**src/rtl/tsq_pkg.sv**
```systemverilog
// Shared types and field codes for the conversion sequencer.
// Assumes 2-bit mode and 2-bit rate fields as seen by the register file.
package tsq_pkg;
    typedef enum logic [1:0] {
        PH_IDLE   = 2'd0,
        PH_LAUNCH = 2'd1,
        PH_CONV   = 2'd2,
        PH_SLEEP  = 2'd3
    } tsq_phase_e;

    localparam logic [1:0] MODE_OFF     = 2'b00;
    localparam logic [1:0] MODE_SINGLE  = 2'b01;
    localparam logic [1:0] MODE_RUN_RST = 2'b10;
    localparam logic [1:0] RATE_RST     = 2'b00;
endpackage

```
**src/rtl/tsq_mode_reg.sv**
```systemverilog
// Holds the live mode bits and the rate code. Applies the write rules:
// a single-measurement request is only taken when powered down and idle,
// and a single measurement falls back to off when its conversion ends.
// Assumes conv_end is a one-cycle pulse marking an accepted done.
module tsq_mode_reg
    import tsq_pkg::*;
(
    input  logic       clk,
    input  logic       rst_n,
    input  logic       wr_en,
    input  logic [1:0] wr_mode,
    input  logic [1:0] wr_rate,
    input  logic       idle_now,
    input  logic       conv_end,
    output logic [1:0] mode_q,
    output logic [1:0] mode_d,
    output logic [1:0] rate_q
);
    logic single_ok;

    assign single_ok = (mode_q == MODE_OFF) && idle_now;

    // Next mode: apply the write, then the automatic fall-back of a single run.
    always_comb begin
        mode_d = mode_q;
        if (wr_en) begin
            if (wr_mode == MODE_SINGLE) begin
                if (single_ok) mode_d = MODE_SINGLE;
            end else begin
                mode_d = wr_mode;
            end
        end
        if (conv_end && (mode_d == MODE_SINGLE)) mode_d = MODE_OFF;
    end

    // Register the mode and rate fields.
    always_ff @(posedge clk) begin
        if (!rst_n) begin
            mode_q <= MODE_RUN_RST;
            rate_q <= RATE_RST;
        end else begin
            mode_q <= mode_d;
            if (wr_en) rate_q <= wr_rate;
        end
    end

    p_single_revert_r6: assert property (@(posedge clk) disable iff (!rst_n)
        (mode_q == MODE_SINGLE && conv_end && !wr_en) |=> (mode_q == MODE_OFF));

    p_single_ignored_r7: assert property (@(posedge clk) disable iff (!rst_n)
        (wr_en && wr_mode == MODE_SINGLE && mode_q != MODE_OFF && !conv_end)
        |=> (mode_q == $past(mode_q)));

    p_rate_hold_r5: assert property (@(posedge clk) disable iff (!rst_n)
        !wr_en |=> $stable(rate_q));
endmodule

```
**src/rtl/tsq_sleep_timer.sv**
```systemverilog
// Counts the sleep between repeating conversions in timebase ticks.
// The length is picked from the rate code at the moment of loading, so a
// later rate change affects only the next interval. expired is high when
// the count is exhausted. Assumes every period exceeds CONV_MS.
module tsq_sleep_timer #(
    parameter int P0_MS   = 4000,
    parameter int P1_MS   = 1000,
    parameter int P2_MS   = 250,
    parameter int P3_MS   = 125,
    parameter int CONV_MS = 26
) (
    input  logic       clk,
    input  logic       rst_n,
    input  logic       load,
    input  logic [1:0] rate_sel,
    input  logic       tick,
    output logic       expired
);
    localparam int D0   = P0_MS - CONV_MS;
    localparam int D1   = P1_MS - CONV_MS;
    localparam int D2   = P2_MS - CONV_MS;
    localparam int D3   = P3_MS - CONV_MS;
    localparam int DM01 = (D0 > D1) ? D0 : D1;
    localparam int DM23 = (D2 > D3) ? D2 : D3;
    localparam int DMAX = (DM01 > DM23) ? DM01 : DM23;
    localparam int CNT_W = $clog2(DMAX + 1);

    logic [CNT_W-1:0] cnt_q;

    // Map a rate code to its sleep length in ticks.
    function automatic logic [CNT_W-1:0] dly_of(input logic [1:0] r);
        case (r)
            2'b00:   dly_of = CNT_W'(D0);
            2'b01:   dly_of = CNT_W'(D1);
            2'b10:   dly_of = CNT_W'(D2);
            default: dly_of = CNT_W'(D3);
        endcase
    endfunction

    // Load on a new sleep, otherwise count ticks down to zero.
    always_ff @(posedge clk) begin
        if (!rst_n) begin
            cnt_q <= '0;
        end else if (load) begin
            cnt_q <= dly_of(rate_sel);
        end else if (tick && (cnt_q != '0)) begin
            cnt_q <= cnt_q - 1'b1;
        end
    end

    assign expired = (cnt_q == '0);

    p_hold_no_tick_r4: assert property (@(posedge clk) disable iff (!rst_n)
        (!load && !tick) |=> $stable(cnt_q));

    p_cnt_bound_r4: assert property (@(posedge clk) disable iff (!rst_n)
        cnt_q <= CNT_W'(DMAX));
endmodule

```
**src/rtl/tsq_result_reg.sv**
```systemverilog
// Temperature result register. Captures the converter output on an
// accepted done pulse; reads zero from reset until the first capture.
module tsq_result_reg #(
    parameter int DATA_W = 8
) (
    input  logic              clk,
    input  logic              rst_n,
    input  logic              capture,
    input  logic [DATA_W-1:0] din,
    output logic [DATA_W-1:0] dout
);
    // Hold the latest accepted result.
    always_ff @(posedge clk) begin
        if (!rst_n)       dout <= '0;
        else if (capture) dout <= din;
    end
endmodule

```
**src/rtl/tsq_conv_sequencer.sv**
```systemverilog
// Top of the conversion sequencer. A four-phase controller (idle, launch,
// converting, sleeping) issues start pulses, waits for done, loads the
// result and times the sleep of the repeating loop. Mode changes never
// abort a conversion. Assumes the converter answers every start with
// exactly one done pulse, and ms_tick is a one-cycle pulse.
module tsq_conv_sequencer
    import tsq_pkg::*;
#(
    parameter int DATA_W  = 8,
    parameter int P0_MS   = 4000,
    parameter int P1_MS   = 1000,
    parameter int P2_MS   = 250,
    parameter int P3_MS   = 125,
    parameter int CONV_MS = 26
) (
    input  logic              clk,
    input  logic              rst_n,
    input  logic              ms_tick,
    input  logic              cfg_wr,
    input  logic [1:0]        cfg_mode,
    input  logic [1:0]        cfg_rate,
    output logic [1:0]        mode_rd,
    output logic              conv_start,
    input  logic              conv_done,
    input  logic [DATA_W-1:0] conv_result,
    output logic [DATA_W-1:0] temp_q
);
    tsq_phase_e phase_q, phase_d;
    logic [1:0] mode_q, mode_d, rate_q;
    logic       conv_end, sleep_load, sleep_over;

    assign conv_end   = (phase_q == PH_CONV) && conv_done;
    assign sleep_load = conv_end && mode_d[1];

    tsq_mode_reg u_mode (
        .clk      (clk),
        .rst_n    (rst_n),
        .wr_en    (cfg_wr),
        .wr_mode  (cfg_mode),
        .wr_rate  (cfg_rate),
        .idle_now (phase_q == PH_IDLE),
        .conv_end (conv_end),
        .mode_q   (mode_q),
        .mode_d   (mode_d),
        .rate_q   (rate_q)
    );

    tsq_sleep_timer #(
        .P0_MS   (P0_MS),
        .P1_MS   (P1_MS),
        .P2_MS   (P2_MS),
        .P3_MS   (P3_MS),
        .CONV_MS (CONV_MS)
    ) u_sleep (
        .clk      (clk),
        .rst_n    (rst_n),
        .load     (sleep_load),
        .rate_sel (rate_q),
        .tick     (ms_tick),
        .expired  (sleep_over)
    );

    tsq_result_reg #(.DATA_W(DATA_W)) u_result (
        .clk     (clk),
        .rst_n   (rst_n),
        .capture (conv_end),
        .din     (conv_result),
        .dout    (temp_q)
    );

    // Phase transitions of the sequencer.
    always_comb begin
        phase_d = phase_q;
        case (phase_q)
            PH_IDLE:   if (mode_d != MODE_OFF) phase_d = PH_LAUNCH;
            PH_LAUNCH: phase_d = PH_CONV;
            PH_CONV:   if (conv_done) phase_d = mode_d[1] ? PH_SLEEP : PH_IDLE;
            PH_SLEEP: begin
                if (mode_d == MODE_OFF) phase_d = PH_IDLE;
                else if (sleep_over)    phase_d = PH_LAUNCH;
            end
            default:   phase_d = PH_IDLE;
        endcase
    end

    // Phase register; reset lands in idle with the loop mode set, so the
    // first conversion launches straight after reset.
    always_ff @(posedge clk) begin
        if (!rst_n) phase_q <= PH_IDLE;
        else        phase_q <= phase_d;
    end

    assign conv_start = (phase_q == PH_LAUNCH);
    assign mode_rd    = mode_q;

    p_start_single_r2: assert property (@(posedge clk) disable iff (!rst_n)
        conv_start |=> !conv_start);

    p_no_abort_r8: assert property (@(posedge clk) disable iff (!rst_n)
        (phase_q == PH_CONV && !conv_done) |=> (phase_q == PH_CONV && !conv_start));

    p_temp_source_r3: assert property (@(posedge clk) disable iff (!rst_n)
        !(phase_q == PH_CONV && conv_done) |=> $stable(temp_q));

    p_shutdown_quiet_r9: assert property (@(posedge clk) disable iff (!rst_n)
        (phase_q == PH_IDLE && mode_q == MODE_OFF && !(cfg_wr && cfg_mode != MODE_OFF))
        |=> !conv_start);
endmodule

```
**config.mk**
```make
export PLATFORM = sky130hd
export DESIGN_NAME = tsq_conv_sequencer
export DESIGN_NICKNAME = d
export VERILOG_FILES = /design/src/rtl/tsq_pkg.sv /design/src/rtl/tsq_mode_reg.sv /design/src/rtl/tsq_sleep_timer.sv /design/src/rtl/tsq_result_reg.sv /design/src/rtl/tsq_conv_sequencer.sv
export SDC_FILE = /design/constraint.sdc
export NUM_CORES = 1
export LEC_CHECK = 0
export BUFFER_PORTS_ARGS = -buffer_cell sky130_fd_sc_hd__buf_2
export CAP_MARGIN = 40
export CORE_MARGIN = 5
export CORE_UTILIZATION = 55
export CTS_CLUSTER_SIZE = 10
export DETAILED_ROUTE_END_ITERATION = 10
export PLACE_DENSITY_LB_ADDON = 0.05
export SYNTH_ARGS = -nofsm -noshare
export SYNTH_HDL_FRONTEND = slang
export SYNTH_SLANG_ARGS = --single-unit
```
**constraint.sdc**
```tcl
create_clock -name clk -period 3.05 [get_ports clk]
set_input_delay 0.915 -clock clk [delete_from_list [all_inputs] [get_ports clk]]
set_output_delay 0.915 -clock clk [all_outputs]
set_load 0.1 [all_outputs]
```
Yosys cells after proc, flatten, opt, wreduce, memory -nomap -nowiden. Index checks and enable logic that the tools add are counted. Widths: inputs -> output; s select.

Bits in registers: 26. Bits of input ports: 17. Output and inout port bits: 11. Logic and storage cells: 43.

$add $sub $neg: 1. Eq/ne operators: 10. Multiplexer cells: 13. Reductions and logical operators: 14.

Operators with widths (number): $pmux 12 s3 (1); $mux 12 (2); $mux 2 (9); $logic_not 12->1 (1); $reduce_bool 12->1 (1); $sub 12x1->12 const B (1); $eq 2x1->1 const B (4); $logic_not 2->1 (4); $pmux 2 s4 (1); $eq 2x2->1 const B (3); $logic_and 1x1->1 (5); $ne 2x2->1 const B (2); $reduce_bool 2->1 (2); $ne 3x3->1 const B (1); $reduce_and 3->1 (1).

Logic depth before layout (Yosys ltp). Gate-level depths: netlist (run 1).

Depth after elaboration: 11. Gate-level depth with buffers: 7. Mapped depth without buffers: 7.

Modules after synthesis. Synthesis (run 1) repeated with hierarchy kept, for this count alone.

Cells, all modules: 150. Area total of the unflattened synthesis: 1345.0 µm².

By module, submodules not included: tsq_sleep_timer (times used 1, cells each 91, area an instance 752.0 µm²); tsq_result_reg (times used 1, cells each 25, area an instance 301.5 µm²); tsq_mode_reg (times used 1, cells each 20, area an instance 177.7 µm²); tsq_conv_sequencer (times used 1, cells each 14, area an instance 113.9 µm²).

Worst setup path before layout (run 1). Ideal clock, no wire load.

Path kind: register to output. From: reg phase_q[0]. To: out conv_start. Arrival time: 1.777 ns. Data required time: 2.135 ns. Setup slack: 0.358 ns. Stages on the path, launching flop included: 2. Path buffers: 0. Cell sequence: dfxtp_1 > nor2b_1.

Cells in the longest elaborated chain, start to end: 1.

Ends and longest elaborated chain: start, declared (RTL line tsq_conv_sequencer.sv:28) `tsq_phase_e phase_q, phase_d;`; start signal, assigned (RTL line tsq_conv_sequencer.sv:90) `else phase_q <= phase_d;`; $eq 2x1->1 (RTL line tsq_conv_sequencer.sv:93) `assign conv_start = (phase_q == PH_LAUNCH);`; end, declared (RTL line tsq_conv_sequencer.sv:23) `output logic conv_start,`.

Every way passes these cells.

Final worst setup path (run 1). Same ends and word-level chain as after synthesis.

==> run summary, run 1 <==
CTS tree: built
P_sw: 0.663 mW
CTS H-tree lvls: 1
crit path from: phase_q[0]
Resized Gates After CTS: 0
Clock Latency Late Sink: 0.32 ns
Final Max Slew Viols: 0
dpl cell area: 1440 sq um
Initial Util: 57.6%
max cap viols: 0
Remaining DRCs: 0
worst hold endpoint: u_result.dout[4]
cts bufs inserted: 3
Hold Buf Count CTS: 0
vias in the first global route: 1203
mapped cell area: 1290 sq um
vias: 1283
Area Growth Syn to Fin: 14.7%
crit path DAT: 1.41 ns
Area contributors post-synth: dfxtp_1 40%, a21oi_1 7.4%, nand2_1 7.0%, nor2_1 4.4%, o21ai_0 3.9%
combinational power share: 52.6%
leading area contributor after synthesis: dfxtp_1
post-synth top area share: 40.4%
Multi-input gate area: 723 sq um
post-DR vias/cell: 6.00
Routed Antenna Nets: 0
sequential area share after synthesis: 40.4%
Max IR drop VDD: 0.755 mV
worst hold path type: flip-flop to flip-flop
unrepaired setup endpoints after global routing: no
flop-to-flop setup slack: 0.79 ns
Design Area, Final: 1480 sq um
Fillers: 219
Reg power frac: 35.2%
ys async rst share: 0%
Crit. End Element: output port
crit path kind: flip-flop to output port
IO Pins: 28
storage element area: 520 sq um
R2R depth: 7
most frequent cells in the layout: 27 x buf_2, 26 x dfxtp_1, 24 x nand2_1, 19 x a21oi_1, 15 x nor2_1
reg2reg end: u_sleep.cnt_q[5]
crit-path max FO: 5
final setup vio count: 0
Sw Ratio: 46.2%
global-route wire length before repair: 5370 microns
CP Launch Type: flip-flop
Worst Hold Depth: 2
crit-path max cell delay: 0.46 ns
Worst EP required: 2.13 ns
Hold Fails Final Rpt: 0
top_reg_cell synth: dfxtp_1
die area: 3410 sq um
Total GRT Usage: 20.0%
maximum clock frequency: 431 MHz
DRC violation total after the first TritonRoute iteration: 42
grt ovf: 0
nets: 205
Slew Limit Headroom: 52.5%
Reg clk slew, reported paths: 0.14 ns
Syn Nets: 178
CTS sink count: 26
worst slew pin tran: 0.713 ns
number of synthesized register bits: 26
Setup Skew: 0.00238 ns
Total Wirelength: 3250 microns
Int Power: 0.773 mW
share of cells above drive strength 1: 20.4%
CTS Root Buffer Type: clkbuf_4
Rows: 17
Fin Setup TNS: 0 ns
pin count of the biggest net entering global routing: 21
count of input and output buffers: 27
Crit-path slowest cell: buf_2
Initial DRT Pass Iterations: 4
area of the core: 2230 sq um
post-synthesis cell type count: 39
pwr/cell area: 972 nW/um^2
number of synthesized flops with an enable pin: 0
n_diodes: 0
Die X: 58.4 microns
worst-path cell chain: nor2b_1 > buf_2
Cell Count, Final, Fillers Out: 214
Cells after DPL: 210
Detail Placement HPWL: 2460 microns
leak pwr: 0.597 nW
Mapped Cells: 160
global placement routability congestion: 0.905
syn avg cell area: 8.05 sq um
yosys warns: 0
Final Cycle Share: 76.1%
commonest non-fill, non-tap cell in the layout: buf_2
Period minus WS final: 2.32 ns
post-CTS setup buffer count: 0
clock power share: 12.2%
hold_sp: u_result.dout[4]
FF-to-FF Start: u_sleep.cnt_q[0]
CTS Buffer Depth: 2
wire per inst: 15.2 microns
status: complete, no violations
antenna violations before repair: 0
die height: 58.4 microns
==> metal layers <==
layer,vias up,share of wire [%],global-route usage (%)
met5,-,0,0
met4,0,1.1,6.62
met3,4,7.2,2.85
met2,52,47,33.7
met1,590,44,26.1
li1,637,-,-
==> synth_stat cells (all sizes together) (3+ instances only) <==
master	instances
nor3	7
o21ai	11
nor2	15
a21oi	19
xnor2	4
or3	3
a211oi	4
nand2	24
nor4	3
dfxtp	26
nand3	5
clkbuf	4
inv	5
==> final cells by class <==
type,count,share of cell area (%)
Timing Repair Buffer,28,9.66
Multi-Input combinational cell,123,49.0
Inverter,5,1.27
Tap cell,28,2.37
Clock buffer,4,2.46
Sequential cell,26,35.3
==> critical path, delay by kind of cell (launching register included) <==
family	cells	cell delay (ns)
DFF	1	0.40
and+or+nand+nor	1	0.22
buffers and inverters	1	0.46
==> worst max path at each step <==
stage                             to  slack [ns]  cells past startpoint
detailed placement  u_sleep.cnt_q[6]        0.58                      6
finish                    conv_start        0.73                      2
global placement    u_sleep.cnt_q[6]        0.61                      6
global route        u_sleep.cnt_q[5]        0.61                      7
floorplan                 conv_start        0.36                      1
CTS                       conv_start        0.72                      2
==> sequential cells by signal, summed over array words and instances, names as in the netlist <==
signal,count
u_result.dout,8
u_mode.rate_q,2
phase_q,2
u_mode.mode_q,2
u_sleep.cnt_q,12
==> stage by stage <==
step	hold WS [ns]	util, %	setup slack (ns)	power, mW
floorplan	0.479	-	0.358	1.09
global placement	0.441	64.5	0.609	1.23
detailed placement	0.451	64.5	0.580	1.25
CTS	0.470	66.1	0.718	1.43
global route	0.487	66.1	0.613	1.54
finish	0.464	66.1	0.728	1.44
==> kinds of logic after synthesis <==
logic type                 count (synthesis)  synth area share [%]
muxes                                      2                  1.55
and+or+nand+nor                           67                  25.2
buffers and inverters                     11                  3.40
xor gates and xnor gates                   4                  2.72
adders and majority gates                  1                 0.972
AOI/OAI and AO/OA                         49                  25.8
DFF                                       26                  40.4
==> power groups by stage <==
stage / Clock [mW] / Sequential, mW / Combinational (mW)
final: 0.175 / 0.505 / 0.755
after global routing: 0.196 / 0.518 / 0.824
after CTS: 0.183 / 0.501 / 0.748
after detailed placement: 0 / 0.510 / 0.743
after global placement: 0 / 0.506 / 0.726
after floorplan: 0 / 0.566 / 0.528
Note: power is estimated with default switching activity, not from simulation.
==> inputs of run 2 (changes only) <==
Settings changed: CORE_UTILIZATION 55 to 47.
Clock period 3.05 ns to 1.9 ns, I/O delays scaled along.
==> run 2 against run 1 <==
  * Combinational power increased by 100%
  * Sequential share of layout area fell by 4.2 points
  * Highest routed layer unchanged
  * Power is 88% higher
  * Clock power rose by 120%
==> run summary, run 2 (synthesized netlist as in run 1, its figures left out) <==
Clock Latency Late Sink: 0.32 ns (about the same)
crit-path max FO: 7 (+2)
Detail Placement HPWL: 2590 microns (+5.0%)
pre-CTS WS: -0.0254 ns (-0.606 ns)
Total Wirelength: 3390 microns (+4.3%)
crit path DAT: 2.08 ns (+0.67 ns)
pwr/cell area: 1600 nW/um^2 (+64%)
CP Launch Type: flip-flop
Multi-input gate area: 749 sq um (+3.6%)
DRC violation total after the first TritonRoute iteration: 60 (+43%)
CTS Root Buffer Type: clkbuf_4
busiest grt layer: met2
Period minus WS final: 1.83 ns
final setup vio count: 0 (unchanged)
worst hold path type: input pin to flip-flop
storage element area: 524 sq um (+0.72%)
Worst Slack Setup Final: 0.0699 ns (-0.658 ns)
Final Cycle Share: 96.3%
Fillers: 251 (+15%)
grt met2 use: 31.1% (-2.6 points)
Rows: 19 (+2)
Largest Register: u_sleep.cnt_q
CTS tree: built
Top Registers: u_sleep.cnt_q (12), u_result.dout (8)
Final Util: 62.8% (-3.3 points)
Fin Setup TNS: 0 ns (unchanged)
CTS H-tree lvls: 1 (unchanged)
grt ovf: 0 (unchanged)
post-DR vias/cell: 5.72 (-4.6%)
Reg clk slew, reported paths: 0.15 ns (about the same)
Hold Fails Final Rpt: 0 (unchanged)
die height: 62.3 microns (+6.8%)
worst slew pin tran: 0.662 ns (-0.0506 ns)
Routed Antenna Nets: 0 (unchanged)
Design Area, Final: 1690 sq um (+14%)
CTS sink count: 26 (unchanged)
Initial Util: 47.9% (-9.7 points)
n_diodes: 0 (unchanged)
maximum clock frequency: 546 MHz
Area Growth Syn to Fin: 31.0%
status: complete, no violations
Total GRT Usage: 18.0% (-1.9 points)
Final Max Slew Viols: 0 (unchanged)
max cap viols: 0 (unchanged)
Crit-path slowest cell: or3b_4
Die X: 62.3 microns (+6.8%)
antenna violations before repair: 0 (unchanged)
vias in the first global route: 1267 (+5.3%)
CTS Buffer Depth: 2 (unchanged)
max reg flops: 12 (unchanged)
nets: 225 (+9.8%)
Worst EP required: 2.15 ns (+0.02 ns)
Slew Limit Headroom: 55.8% (+3.3 points)
met3 usage: 5.41% (+2.6 points)
die area: 3890 sq um (+14%)
IO Pins: 28 (unchanged)
crit-path max cell delay: 0.41 ns (-0.05 ns)
global-route wire length before repair: 5840 microns (+8.9%)
Remaining DRCs: 0 (unchanged)
global placement routability congestion: 0.906 (about the same)
dpl cell area: 1600 sq um (+11%)
leak pwr: 0.712 nW (+19%)
share of cells above drive strength 1: 34.0% (+14 points)
Hold Buf Count CTS: 0 (unchanged)
worst-path cell chain: inv_2 > ha_2 > or3b_4 > o41ai_4 > buf_6 > nor3_1 > xnor2_1 > a211oi_1
vias: 1356 (+5.7%)
total power: 2.69 mW (+88%)
wire per inst: 14.3 microns (-5.8%)
area of the core: 2690 sq um (+20%)
count of input and output buffers: 27 (unchanged)
most frequent cells in the layout: 26 x buf_2, 23 x nand2_1, 23 x dfxtp_1, 20 x buf_4, 19 x a21oi_1
pin count of the biggest net entering global routing: 21 (unchanged)
Setup Skew: 0.00758 ns (+0.00521 ns)
commonest non-fill, non-tap cell in the layout: buf_2
M1 GR Usage: 21.5% (-4.5 points)
Initial DRT Pass Iterations: 4 (unchanged)
Crit. End Element: flip-flop
cts bufs inserted: 3 (unchanged)
crit path kind: flip-flop to flip-flop
Max IR drop VDD: 1.35 mV (+79%)
## run 2: cell count changes in the layout (fill, tap and decap cells not counted), moves of 2 or more
| cell | change |
|---|---|
| dfxtp_1 | -3 |
| buf_4 | +19 |
| dfxtp_2 | +3 |
| o21ai_0 | -3 |
| inv_2 | +2 |
| inv_1 | -2 |
| buf_6 | +2 |
| o21ai_1 | +3 |
## run 2: power by group
| part | switching (mW) | internal, mW |
|---|---|---|
| clock network | 0.171 | 0.213 |
| registers | 0.110 | 0.677 |
| logic | 0.856 | 0.666 |
| total | 1.14 | 1.56 |
## run 2: cell type report
cell class / count / share of cell area [%]
inverters: 5 / 1.11
clock buffers: 3 / 1.34
repair buffers: 48 / 18.0
multi-input cells: 123 / 44.4
flip-flops and latches: 26 / 31.1
clock inverters: 1 / 1.78
well taps: 31 / 2.30
## run 2: what timing repair did
item | in CTS | in global routing
endpoints found under the setup margin | 1 | 12
pin swaps | 0 | 2
resized for setup | 1 | 15
buffers inserted | 0 | 0
## run 2: through the flow
stage / instances / hold WS [ns]
2_1_floorplan: 160 / 0.479
3_3_place_gp: 233 / 0.439
3_5_place_dp: 233 / 0.446
4_1_cts: 237 / 0.453
5_1_grt: 237 / 0.429
6_report: 237 / 0.457
## run 2: worst paths after layout
path                     from               end  slack [ns]  cells after the start
max reg2reg  u_sleep.cnt_q[1]  u_sleep.cnt_q[5]        0.07                      8
min            conv_result[7]  u_result.dout[7]        0.46                      3
max          u_sleep.cnt_q[1]  u_sleep.cnt_q[5]        0.07                      8
min reg2reg  u_result.dout[3]  u_result.dout[3]        0.46                      2
## run 2: worst max-delay path: cells and delay by family (launching register included)
kind	cells	cell delay, ns
simple gates	2	0.47
compound gates	2	0.40
flops	1	0.35
buf+inv	2	0.22
fa+ha+maj	1	0.16
xor+xnor	1	0.13
## run 2: routing by layer
| metal | part of all wire, % | routed length [microns] |
|---|---|---|
| met1 | 42 | 1440 |
| met2 | 49 | 1660 |
| met3 | 7.4 | 249 |
| met4 | 1.1 | 38 |
| met5 | 0 | 0 |
